## src/rtl/serial_cfg_seq.sv

```systemverilog
module serial_cfg_seq #(
  parameter int PW = 24,
  parameter int HW = 8,
  parameter int CW = 24,
  parameter int INIT_WAIT = 100000,
  parameter int DONE_WAIT = 100000
) (
  input  logic          clk,
  input  logic          rst_n,
  input  logic          start,
  input  logic [PW-1:0] pulse_cycles,
  input  logic [HW-1:0] clk_hi,
  input  logic [HW-1:0] clk_lo,
  input  logic [CW-1:0] byte_count,
  input  logic [7:0]    src_data,
  input  logic          src_valid,
  input  logic          src_err,
  output logic          src_ready,
  input  logic          tgt_ready,
  input  logic          tgt_up,
  output logic          cfg_rst_n,
  output logic          cfg_clk,
  output logic          cfg_data,
  output logic          busy,
  output logic          loaded,
  output logic          error
);
  localparam int IW = $clog2(INIT_WAIT + 1);
  localparam int DW = $clog2(DONE_WAIT + 1);

  typedef enum logic [2:0] {
    S_IDLE, S_PULSE, S_WAIT, S_FETCH, S_LO, S_HI, S_TLO, S_THI
  } state_t;

  state_t        state;
  logic [PW-1:0] tmr;
  logic [IW-1:0] icnt;
  logic [DW-1:0] pcnt;
  logic [CW-1:0] bcnt;
  logic [2:0]    bitn;
  logic [7:0]    shreg;
  logic [1:0]    rdy_sync, up_sync;

  wire rdy_s = rdy_sync[1];
  wire up_s  = up_sync[1];
  wire [PW-1:0] hi_ld = (clk_hi == '0) ? '0 : PW'(clk_hi - 1'b1);
  wire [PW-1:0] lo_ld = (clk_lo == '0) ? '0 : PW'(clk_lo - 1'b1);

  assign busy      = (state != S_IDLE);
  assign src_ready = (state == S_FETCH);

  always_ff @(posedge clk or negedge rst_n) begin
    if (!rst_n) begin
      rdy_sync <= 2'b11;
      up_sync  <= 2'b11;
    end else begin
      rdy_sync <= {rdy_sync[0], tgt_ready};
      up_sync  <= {up_sync[0], tgt_up};
    end
  end

  always_ff @(posedge clk or negedge rst_n) begin
    if (!rst_n) begin
      state     <= S_IDLE;
      cfg_rst_n <= 1'b1;
      cfg_clk   <= 1'b0;
      cfg_data  <= 1'b0;
      loaded    <= 1'b0;
      error     <= 1'b0;
      tmr       <= '0;
      icnt      <= '0;
      pcnt      <= '0;
      bcnt      <= '0;
      bitn      <= '0;
      shreg     <= '0;
    end else begin
      case (state)
        S_IDLE: if (start) begin
          loaded    <= 1'b0;
          error     <= 1'b0;
          cfg_rst_n <= 1'b0;
          cfg_clk   <= 1'b0;
          cfg_data  <= 1'b0;
          tmr       <= (pulse_cycles == '0) ? '0 : pulse_cycles - 1'b1;
          state     <= S_PULSE;
        end
        S_PULSE: if (tmr == '0) begin
          cfg_rst_n <= 1'b1;
          icnt      <= '0;
          state     <= S_WAIT;
        end else tmr <= tmr - 1'b1;
        S_WAIT: if (rdy_s && icnt >= IW'(2)) begin
          bcnt  <= byte_count;
          tmr   <= lo_ld;
          pcnt  <= '0;
          state <= (byte_count == '0) ? S_TLO : S_FETCH;
        end else if (icnt == IW'(INIT_WAIT - 1)) begin
          error <= 1'b1;
          state <= S_IDLE;
        end else icnt <= icnt + 1'b1;
        S_FETCH: if (src_err) begin
          error <= 1'b1;
          state <= S_IDLE;
        end else if (src_valid) begin
          shreg    <= src_data;
          cfg_data <= src_data[7];
          bitn     <= 3'd7;
          bcnt     <= bcnt - 1'b1;
          tmr      <= lo_ld;
          state    <= S_LO;
        end
        S_LO: if (tmr == '0) begin
          cfg_clk <= 1'b1;
          tmr     <= hi_ld;
          state   <= S_HI;
        end else tmr <= tmr - 1'b1;
        S_HI: if (tmr == '0) begin
          cfg_clk <= 1'b0;
          if (bitn != 3'd0) begin
            bitn     <= bitn - 1'b1;
            cfg_data <= shreg[bitn - 3'd1];
            tmr      <= lo_ld;
            state    <= S_LO;
          end else if (bcnt != '0) begin
            state <= S_FETCH;
          end else begin
            tmr   <= lo_ld;
            pcnt  <= '0;
            state <= S_TLO;
          end
        end else tmr <= tmr - 1'b1;
        S_TLO: if (tmr == '0) begin
          if (up_s) begin
            loaded <= 1'b1;
            state  <= S_IDLE;
          end else if (pcnt == DW'(DONE_WAIT)) begin
            error <= 1'b1;
            state <= S_IDLE;
          end else begin
            cfg_clk <= 1'b1;
            pcnt    <= pcnt + 1'b1;
            tmr     <= hi_ld;
            state   <= S_THI;
          end
        end else tmr <= tmr - 1'b1;
        S_THI: if (tmr == '0) begin
          cfg_clk <= 1'b0;
          tmr     <= lo_ld;
          state   <= S_TLO;
        end else tmr <= tmr - 1'b1;
        default: state <= S_IDLE;
      endcase
    end
  end


  data_hold_chk: assert property (@(posedge clk) disable iff (!rst_n)
    (cfg_clk && $past(cfg_clk)) |-> $stable(cfg_data));

  no_clk_in_reset_chk: assert property (@(posedge clk) disable iff (!rst_n)
    !cfg_rst_n |-> (!cfg_clk && !src_ready));

  fetch_clk_low_chk: assert property (@(posedge clk) disable iff (!rst_n)
    src_ready |-> !cfg_clk);

  flag_excl_chk: assert property (@(posedge clk) disable iff (!rst_n)
    !(loaded && error));

  busy_start_ignored_chk: assert property (@(posedge clk) disable iff (!rst_n)
    (busy && cfg_rst_n && start) |=> cfg_rst_n);

  loaded_clk_idle_chk: assert property (@(posedge clk) disable iff (!rst_n)
    $rose(loaded) |-> (!cfg_clk && !busy));
endmodule

```

## config.mk

```make
export PLATFORM = sky130hd
export DESIGN_NAME = serial_cfg_seq
export DESIGN_NICKNAME = d
export VERILOG_FILES = /design/src/rtl/serial_cfg_seq.sv
export SDC_FILE = /design/constraint.sdc
export NUM_CORES = 1
export LEC_CHECK = 0
export BUFFER_PORTS_ARGS = -buffer_cell sky130_fd_sc_hd__buf_4
export CORE_AREA = 2 2 133 135
export CTS_CLUSTER_DIAMETER = 60
export DETAILED_ROUTE_END_ITERATION = 6
export DIE_AREA = 0 0 135 137
export PLACE_DENSITY = 0.61
export SYNTH_ARGS = -nofsm -noshare
export SYNTH_HDL_FRONTEND = slang
export SYNTH_SLANG_ARGS = --single-unit
export TNS_END_PERCENT = 30
```

## constraint.sdc

```tcl
create_clock -name clk -period 6.9 [get_ports clk]
set_input_delay 1.38 -clock clk [delete_from_list [all_inputs] [get_ports clk]]
set_output_delay 1.38 -clock clk [all_outputs]
set_load 0.05 [all_outputs]
```

==> flow_metrics.env, run 1 <==
export IMPL_status="finished clean"
export IMPL_cp_start_kind="flip-flop"
export IMPL_seqPwrFrac_pct=39.4
export IMPL_synth_top_family_by_area="simple AND/OR/NAND/NOR gates"
export IMPL_fin_hold_ws_ns=0.3578
export IMPL_p_int_mw=1.490
export IMPL_cts_root_buf="clkbuf_16"
export IMPL_track_usage_pct=23.58
export IMPL_num_antenna_cells=0
export IMPL_yosysMostFrequentCell="nand2_1"
export IMPL_cp_max_fo=39
export IMPL_overflow=0
export IMPL_clkPwrFrac_pct=19.7
export IMPL_die_x_um=135
export IMPL_r2r_cells=8
export IMPL_drive_above_1_share_pct=14.34
export IMPL_dieArea_um2=18500
export IMPL_fillers=1734
export IMPL_hold_path_class="reg2reg"
export IMPL_synth_compound_area_share_pct=24.25
export IMPL_postCtsHoldBufs=0
export IMPL_grt_setup_unrepaired="no"
export IMPL_drtAntennaViolNets=0
export IMPL_post_route_period_util_pct=58.06
export IMPL_h_tree_depth=3
export IMPL_die_y_um=137
export IMPL_synthMuxAreaShare_pct=2.417
export IMPL_cts_tree="built"
export IMPL_critical_path_class="reg2out"
export IMPL_met1_usage_pct=33.02
export IMPL_grt_pass1_vias=6732
export IMPL_syn_area_um2=7506
export IMPL_post_dp_hpwl_um=15280
export IMPL_p_leak_nw=3.429
export IMPL_synth_edf_count=0
export IMPL_use_met2_pct=37.59
export IMPL_routed_via_count=7356
export IMPL_grt_start_max_net_pins=58
export IMPL_rrSetupSlack_ns=2.91
export IMPL_syn_nets=1018
export IMPL_port_buffers=85
export IMPL_post_cts_setup_buffer_count=0
export IMPL_dr_pass1_iters=5
export IMPL_arrival_ns=2.63
export IMPL_num_nets_final=1071
export IMPL_ios=86
export IMPL_cts_resized=0
export IMPL_hold_start="rdy_sync[0]$_DFF_PN1_"
export IMPL_synth_distinct_cells=72
export IMPL_drv_slew=0
export IMPL_syn_to_final_growth_pct=14.10
export IMPL_ys_seq_area_share_pct=35.09
export IMPL_routedWlPerCell_um=17.65
export IMPL_grt_pass1_wl_um=35130
export IMPL_yosysTopAreaCell="dfrtp_1"
export IMPL_slew_headroom_pct=23.93
export IMPL_worstMarginPinSlew_ns=1.137
export IMPL_clock_latency_ns=0.36
export IMPL_drt_iter0_markers=682
export IMPL_finalHoldViolations=0
export IMPL_yosysTopAreaCellShare_pct=33.34
export IMPL_max_cap_violations=0
export IMPL_ys_top_cells_by_count="104 x nand2_1, 100 x dfrtp_1, 80 x nor2_1"
export IMPL_fin_crit_ns=4.006
export IMPL_swShare_pct=41.99
export IMPL_min_to="rdy_sync[1]$_DFF_PN1_"
export IMPL_cts_buffers=9
export IMPL_ir_drop_uv=165.1
export IMPL_cp_end_kind="output port"
export IMPL_synthXorXnorAreaFrac_pct=3.267
export IMPL_clock_sinks=105
export IMPL_syn_avg_cell_area_um2=8.115
export IMPL_reg2reg_to="tmr[1]$_DFFE_PN0P_"
export IMPL_clock_skew_ns=0.01457
export IMPL_num_rows=48
export IMPL_setup_viol=0
export IMPL_drcViolationCount=0
export IMPL_clkTransAtPathRegs_ns=0.08
export IMPL_avgViaCountPerCell=6.089
export IMPL_p_sw_mw=1.078
export IMPL_synth_flop_cell="dfrtp_1"
export IMPL_clock_path_buffers=2
export IMPL_synthSimpleGateAreaFrac_pct=28.52
export IMPL_combPwrFrac_pct=40.9
export IMPL_synthArstFlopShare_pct=100.0
export IMPL_grt_busiest_layer="met2"
export IMPL_gp_congestion=0.8645
export IMPL_synth_adder_area_share_pct=2.334
export IMPL_fmax_mhz=249.6
export IMPL_core_area_um2=17060
export IMPL_netlist_instances=925
export IMPL_start_util_pct=44.01
export IMPL_wl_um=21330
export IMPL_grt_use_met3_pct=4.778
export IMPL_antenna_found_initial=0
export IMPL_setup_tns_ns=0
export IMPL_power_density_nw_per_um2=299.8
export IMPL_holdPathStages=0
export IMPL_synth_area_top_cells="dfrtp_1 33%, nand2_1 5.2%, a21oi_1 4.5%"
export IMPL_yosysWarnings=0
export IMPL_rr_startpoint="bcnt[0]$_DFFE_PN0P_"
export IMPL_synth_seq_cells=105
export IMPL_critPathRequiredTime_ns=5.52
==> cell families (layout without fill, tap and decap cells) <==
kind of cell               Yosys count  after routing
adders and majority gates           14             14
AOI/OAI and AO/OA                  273            273
xor gates and xnor gates            28             28
and+or+nand+nor                    411            411
buffers and inverters               79            137
muxes                               15             15
DFF                                105            105
==> flip-flops by register name, summed over array words and instances (netlist names), 3 cells and up <==
signal	count
bcnt	24
bitn	3
icnt	17
pcnt	17
shreg	8
state	3
tmr	24
==> layout make-up <==
type                    count  area, µm²  share of cell area [%]
clock buffers              10      229.0                   2.673
flip-flops and latches    105       2634                   30.75
repair buffers             94      705.7                   8.240
well taps                 225      281.5                   3.287
inverters                  27      101.3                   1.183
multi-input cells         741       4563                   53.28
clock inverters             6      50.05                  0.5844
==> power by group through the flow <==
stage          clock [mW]  combinational [mW]  sequential [mW]
4_1_cts             0.520                1.05             1.01
3_3_place_gp            0                1.04             1.02
6_report            0.506                1.05             1.01
5_1_grt             0.548                1.17             1.04
3_5_place_dp            0                1.04             1.01
2_1_floorplan           0               0.783            0.960
==> worst max-delay path by stage <==
stage | startpoint | slack [ns] | to | cells after the start
CTS | state[2]$_DFFE_PN0P_ | 2.92 | src_ready | 5
global route | bcnt[1]$_DFFE_PN0P_ | 2.66 | tmr[1]$_DFFE_PN0P_ | 8
detailed placement | pulse_cycles[0] | 2.75 | tmr[16]$_DFFE_PN0P_ | 9
finish | state[2]$_DFFE_PN0P_ | 2.89 | src_ready | 5
floorplan | pulse_cycles[0] | 3.12 | tmr[20]$_DFFE_PN0P_ | 10
global placement | pulse_cycles[5] | 2.80 | tmr[21]$_DFFE_PN0P_ | 7
==> placed cells by master, fill, tap and decap left out, drive strengths merged, types with 9 or more instances in the layout <==
cell type,n
or2,11
dfrtp,100
xnor2,19
nand4,9
nor4,38
a211oi,10
nand2,104
xor2,9
or4,34
nor3,36
nand2b,11
ha,14
clkbuf,10
o21ai,58
nor2,81
buf,94
nand3,31
or3,9
o31ai,17
a31oi,16
o2bb2ai,19
o211ai,15
nor2b,9
a21oi,67
inv,30
==> per-stage QoR <==
step	power [mW]	setup slack [ns]	instance area, µm²	util, %	cells
global placement	2.056	2.801	8285	48.58	1192
detailed placement	2.059	2.753	8285	48.58	1192
global route	2.761	2.656	8564	50.21	1208
CTS	2.572	2.916	8564	50.21	1208
floorplan	1.743	3.117	7506	-	925
finish	2.568	2.894	8564	50.21	1208
==> routing by layer <==
layer | wire, µm | part of all wire, %
met4 | 279 | 1.3
met5 | 0 | 0
met1 | 9845 | 46
met3 | 1363 | 6.4
met2 | 9836 | 46
==> worst max-delay path: stages (launching register included) <==
cell	delay, ns
dfrtp_1	0.61
nor2b_1	0.23
nand2_1	0.07
buf_4	0.28
inv_1	0.73
buf_4	0.34
Note: power is estimated with default switching activity, not from simulation.
==> run 2: changes to the inputs <==
PLACE_DENSITY = 0.63   (was 0.61)
clock period = 3.55 ns   (was 6.9 ns; I/O delays follow)
==> run 2 against run 1 <==
  * Non-clock buffer count is 19 higher
  * First-iteration DRC count is 15% higher
  * Clock skew is 0.0039 ns lower
  * Critical path type is now reg2reg
  * Combinational power is 100% higher
==> flow_metrics.env, run 2 (same netlist as run 1, synthesis figures left out) <==
export IMPL_final_common_cell="buf_4"
export IMPL_p_leak_nw=3.550
export IMPL_rr_startpoint="tmr[0]$_DFFE_PN0P_"
export IMPL_clock_latency_ns=0.36
export IMPL_setup_tns_ns=0
export IMPL_start_util_pct=44.01
export IMPL_clock_path_buffers=2
export IMPL_routed_via_count=7478
export IMPL_layout_setup_ws_ns=0.4393
export IMPL_arrival_ns=3.35
export IMPL_final_core_util_pct=51.50
export IMPL_drt_iter0_markers=787
export IMPL_clkTransAtPathRegs_ns=0.08
export IMPL_power_density_nw_per_um2=599.9
export IMPL_status="finished clean"
export IMPL_avgViaCountPerCell=6.095
export IMPL_cts_resized=0
export IMPL_cp_max_fo=9
export IMPL_path_cells="inv_1, ha_1, nor4b_1, nand4_1, nor2_4, nor2_1, nor3b_1, mux2_2"
export IMPL_finalHoldViolations=0
export IMPL_die_y_um=137
export IMPL_worstMarginPinSlew_ns=0.7507
export IMPL_cp_startpoint="tmr[0]$_DFFE_PN0P_"
export IMPL_fmax_mhz=321.5
export IMPL_cp_start_kind="flip-flop"
export IMPL_grt_start_max_net_pins=54
export IMPL_fillers=1708
export IMPL_h_tree_depth=3
export IMPL_drv_slew=0
export IMPL_drive_above_1_share_pct=16.07
export IMPL_largestRegisters="bcnt x24, tmr x24"
export IMPL_num_antenna_cells=0
export IMPL_post_dp_hpwl_um=15390
export IMPL_num_rows=48
export IMPL_overflow=0
export IMPL_gp_congestion=0.9083
export IMPL_holdPathStages=0
export IMPL_wl_um=21440
export IMPL_hold_path_class="reg2reg"
export IMPL_grt_setup_unrepaired="no"
export IMPL_slowest_stage="nor4b_1"
export IMPL_clock_skew_ns=0.01071
export IMPL_dr_pass1_iters=6
export IMPL_dp_slack_ns=0.2426
export IMPL_antenna_found_initial=0
export IMPL_critPathRequiredTime_ns=3.79
export IMPL_slew_headroom_pct=49.95
export IMPL_port_buffers=85
export IMPL_cts_tree="built"
export IMPL_r2r_cells=8
export IMPL_hold_start="up_sync[0]$_DFF_PN1_"
export IMPL_drtAntennaViolNets=0
export IMPL_ir_drop_uv=351.1
export IMPL_setup_viol=0
export IMPL_fin_crit_ns=3.111
export IMPL_cts_buffers=9
export IMPL_max_cap_violations=0
export IMPL_critical_path_class="reg2reg"
export IMPL_num_nets_final=1090
export IMPL_post_route_period_util_pct=87.63
export IMPL_fin_cells=1227
export IMPL_rrSetupSlack_ns=0.44
export IMPL_grt_pass1_wl_um=35250
export IMPL_die_x_um=135
export IMPL_cpPeakStageDelay_ns=0.53
export IMPL_grt_pass1_vias=6838
export IMPL_layout_common_cells="112 x buf_4, 104 x nand2_1, 100 x dfrtp_1"
export IMPL_place_inst=1211
export IMPL_core_area_um2=17060
export IMPL_cts_root_buf="clkbuf_16"
export IMPL_track_usage_pct=23.74
export IMPL_post_cts_setup_buffer_count=0
export IMPL_routedWlPerCell_um=17.47
export IMPL_clock_sinks=105
export IMPL_ios=86
export IMPL_postCtsHoldBufs=0
export IMPL_syn_to_final_growth_pct=17.04
export IMPL_dieArea_um2=18500
export IMPL_drcViolationCount=0
export IMPL_cp_end_kind="flip-flop"
-- run 2: cell type report --
type	count	area [µm²]	share of cell area, %
clock buffers	9	225.2	2.564
clock inverters	7	118.9	1.353
inverters	27	101.3	1.154
multi-input cells	741	4563	51.94
flip-flops and latches	105	2634	29.98
well taps	225	281.5	3.205
repair buffers	113	860.8	9.799
-- run 2: through the flow --
step | total power, mW | instance area, µm² | hold WS (ns)
2_1_floorplan | 3.388 | 7506 | 0.3452
3_3_place_gp | 4.044 | 8441 | 0.3468
3_5_place_dp | 4.059 | 8441 | 0.3468
4_1_cts | 5.262 | 8785 | 0.3578
5_1_grt | 5.642 | 8785 | 0.3591
6_report | 5.270 | 8785 | 0.3567
-- run 2: path summary, 6_finish.rpt --
check	end
max	state[0]$_DFFE_PN0P_
min	up_sync[1]$_DFF_PN1_
max reg2reg	state[0]$_DFFE_PN0P_
min reg2reg	up_sync[1]$_DFF_PN1_
max in group asynchronous	up_sync[1]$_DFF_PN1_
min in group asynchronous	icnt[10]$_DFFE_PN0P_
-- run 2: where the power goes --
| group | switching [mW] | internal [mW] | leakage (nW) |
|---|---|---|---|
| clock | 0.494 | 0.691 | 0.162 |
| sequential | 0.406 | 1.54 | 1.37 |
| combinational | 1.22 | 0.923 | 2.02 |
-- run 2: layer usage --
metal  track usage [%]  part of all wire, %  up-vias  routed length [µm]
li1                  -                    -     3654                   -
met1             34.33                   47     3522               10070
met2             35.98                   44      266                9528
met3             4.667                  6.8       36                1457
met4             7.060                  1.8        0                 376
met5                 0                    0        -                   0
-- run 2: critical path: cells and delay by family (launching register included) --
family                     cells  cell delay [ns]
adders and majority gates      1             0.14
buffers and inverters          1             0.11
DFF                            1             0.45
muxes                          1             0.38
and+or+nand+nor                5             1.92
==> run 3: changes to the inputs <==
ABC_AREA = 1   (was default)
CORE_AREA = 2 2 145 147   (was 2 2 133 135)
DIE_AREA = 0 0 147 149   (was 0 0 135 137)
MAX_ROUTING_LAYER = met4   (was default)
==> run 3 against run 2 <==
  * Maximum frequency is 14% higher
  * Power is 15% lower
  * Via count is 20% higher
  * Clock skew is 0.0025 ns higher
  * Die area is 18% higher
  * Sequential share of layout area is 3.9 points lower
  * Setup slack better by 0.37 ns
  * Critical path depth is 2 lower
  * Non-clock buffer count is 17 lower
  * Largest cell class unchanged
==> flow_metrics.env, run 3 <==
export IMPL_fin_crit_ns=2.737
export IMPL_arrival_ns=2.03
export IMPL_ys_top_cells_by_count="440 x nand2_1, 215 x nor2_1, 141 x inv_1"
export IMPL_overflow=0
export IMPL_drt_iter0_markers=540
export IMPL_post_dp_hpwl_um=18260
export IMPL_p_sw_mw=1.968
export IMPL_dp_slack_ns=0.7893
export IMPL_final_common_cell="nand2_1"
export IMPL_wl_um=24180
export IMPL_syn_to_final_growth_pct=12.62
export IMPL_ys_seq_area_share_pct=29.37
export IMPL_grt_start_max_net_pins=62
export IMPL_start_util_pct=43.62
export IMPL_hold_path_class="in2async"
export IMPL_path_cells="inv_2, nand3_2, buf_4, inv_1, buf_4, buf_4"
export IMPL_die_x_um=147
export IMPL_yosysMostFrequentCell="nand2_1"
export IMPL_grt_pass1_vias=8272
export IMPL_routedWlPerCell_um=13.73
export IMPL_layout_common_cells="440 x nand2_1, 215 x nor2_1, 141 x inv_1"
export IMPL_cpMostUsedCell="buf_4"
export IMPL_num_nets_final=1574
export IMPL_cp_max_fo=37
export IMPL_placed_area_um2=9806
export IMPL_largestRegisters="bcnt x24, tmr x24"
export IMPL_drive_above_1_share_pct=12.79
export IMPL_power_density_nw_per_um2=443.0
export IMPL_drt_met1_wl_um=11860
export IMPL_cp_startpoint="state[2]$_DFFE_PN0P_"
export IMPL_swShare_pct=43.99
export IMPL_clock_sinks=105
export IMPL_dieArea_um2=21900
export IMPL_syn_nets=1506
export IMPL_p_total_mw=4.473
export IMPL_routed_via_count=8966
export IMPL_dr_pass1_iters=5
export IMPL_synth_seq_cells=105
export IMPL_cts_root_buf="clkbuf_16"
export IMPL_synthArstFlopShare_pct=100.0
export IMPL_cts_resized=0
export IMPL_seqPwrFrac_pct=35.8
export IMPL_p_leak_nw=5.056
export IMPL_syn_area_um2=8966
export IMPL_netlist_instances=1413
export IMPL_rrSetupSlack_ns=1.00
export IMPL_num_rows=53
export IMPL_critPathRequiredTime_ns=2.84
export IMPL_drtAntennaViolNets=0
export IMPL_syn_avg_cell_area_um2=6.345
export IMPL_synth_flop_cell="dfrtp_1"
export IMPL_fmax_mhz=365.4
export IMPL_synth_area_top_cells="dfrtp_1 28%, nand2_1 18%, nor2_1 9.0%"
export IMPL_clock_skew_ns=0.01325
export IMPL_drcViolationCount=0
export IMPL_cp_end_kind="output port"
export IMPL_max_cap_violations=0
export IMPL_finalHoldViolations=0
export IMPL_gp_congestion=0.9829
export IMPL_status="finished clean"
export IMPL_rr_startpoint="state[2]$_DFFE_PN0P_"
export IMPL_p_int_mw=2.505
export IMPL_yosysTopAreaCell="dfrtp_1"
export IMPL_wl_met3_um=1043
export IMPL_cp_start_kind="flip-flop"
export IMPL_antenna_found_initial=0
export IMPL_cts_tree="built"
export IMPL_clock_path_buffers=2
export IMPL_die_y_um=149
export IMPL_num_antenna_cells=0
export IMPL_h_tree_depth=3
export IMPL_clkTransAtPathRegs_ns=0.08
export IMPL_clock_latency_ns=0.37
export IMPL_place_inst=1745
export IMPL_yosysWarnings=0
export IMPL_grt_pass1_wl_um=40980
export IMPL_postCtsHoldBufs=0
export IMPL_postLayoutCellArea_um2=10100
export IMPL_cts_buffers=9
export IMPL_core_area_um2=20560
export IMPL_track_usage_pct=23.48
export IMPL_synth_distinct_cells=47
export IMPL_avgViaCountPerCell=5.091
export IMPL_cpPeakStageDelay_ns=0.52
export IMPL_port_buffers=85
export IMPL_post_cts_setup_buffer_count=0
export IMPL_combPwrFrac_pct=41.5
export IMPL_slew_headroom_pct=49.56
export IMPL_grt_setup_unrepaired="no"
export IMPL_wl_met2_um=10840
export IMPL_yosysTopAreaCellShare_pct=27.91
export IMPL_setup_tns_ns=0
export IMPL_slowest_stage="dfrtp_1"
export IMPL_drv_slew=0
export IMPL_setup_viol=0
export IMPL_clkPwrFrac_pct=22.7
export IMPL_highest_layer="met4"
export IMPL_post_route_period_util_pct=77.09
export IMPL_worstMarginPinSlew_ns=0.7539
export IMPL_fin_cells=1761
export IMPL_synth_edf_count=0
export IMPL_ios=86
export IMPL_ir_drop_uv=184.8
export IMPL_critical_path_class="reg2out"
export IMPL_layout_setup_ws_ns=0.8132
[run 3: cell count changes after synthesis, sizes merged, moves of 21 or more]
| cell | before | now |
|---|---|---|
| nand2 | 104 | 452 |
| nor2 | 81 | 237 |
| inv | 27 | 151 |
| nand3 | 31 | 131 |
| a21oi | 67 | 25 |
| nand4 | 9 | 47 |
| nor4 | 38 | 2 |
| xor2 | 9 | 44 |
| clkbuf | 41 | 7 |
| or4 | 34 | 0 |
| o21ai | 58 | 88 |
| buf | 11 | 32 |
[run 3: final cells by class]
type | count | area [µm²]
clock buffers | 9 | 225.2
clock inverters | 7 | 66.31
fillers | 2182 | 10460
inverters | 151 | 569.3
multi-input cells | 1118 | 5525
flip-flops and latches | 105 | 2634
well taps | 275 | 344.1
repair buffers | 96 | 733.2
[run 3: worst paths after layout]
path | end | cells past startpoint
min | bcnt[18]$_DFFE_PN0P_ | 1
max reg2reg | bcnt[11]$_DFFE_PN0P_ | 11
min reg2reg | up_sync[1]$_DFF_PN1_ | 0
max | src_ready | 6
min in group clk | up_sync[1]$_DFF_PN1_ | 0
max in group asynchronous | cfg_rst_n$_DFFE_PN1P_ | 2
[run 3: through the flow]
step,utilization (%),hold slack [ns]
2_1_floorplan,-,0.3452
3_3_place_gp,47.70,0.3467
3_5_place_dp,47.70,0.3488
4_1_cts,49.12,0.3610
5_1_grt,49.12,0.3683
6_report,49.12,0.3336
[run 3: power groups by stage]
| stage | registers [mW] | logic (mW) | clock network (mW) |
|---|---|---|---|
| detailed placement | 1.61 | 1.85 | 0 |
| CTS | 1.60 | 1.85 | 1.04 |
| finish | 1.60 | 1.86 | 1.01 |
| global placement | 1.62 | 1.82 | 0 |
| global route | 1.62 | 2.09 | 1.09 |
| floorplan | 1.60 | 1.36 | 0 |
[run 3: logic make-up (layout without fill, tap and decap cells)]
group | after synthesis | count (layout) | synth area share (%)
adder cells (fa/ha/maj) | 14 | 14 | 1.954
XOR/XNOR | 60 | 60 | 5.861
buffers and inverters | 190 | 263 | 9.001
AND/OR/NAND/NOR | 904 | 904 | 44.66
flip-flops | 105 | 105 | 29.37
AO/OA/AOI/OAI | 134 | 134 | 8.401
multiplexers | 6 | 6 | 0.7535
[run 3: routing by layer]
metal	up-vias	GRT usage (%)
met4	0	6.875
met5	-	-
met1	4090	32.52
li1	4649	-
met3	33	2.875
met2	194	36.38
[run 3: critical path: cells and delay by family, from the launching register on]
family	cells	cell delay (ns)
and+or+nand+nor	1	0.06
DFF	1	0.52
buffers and inverters	5	1.06
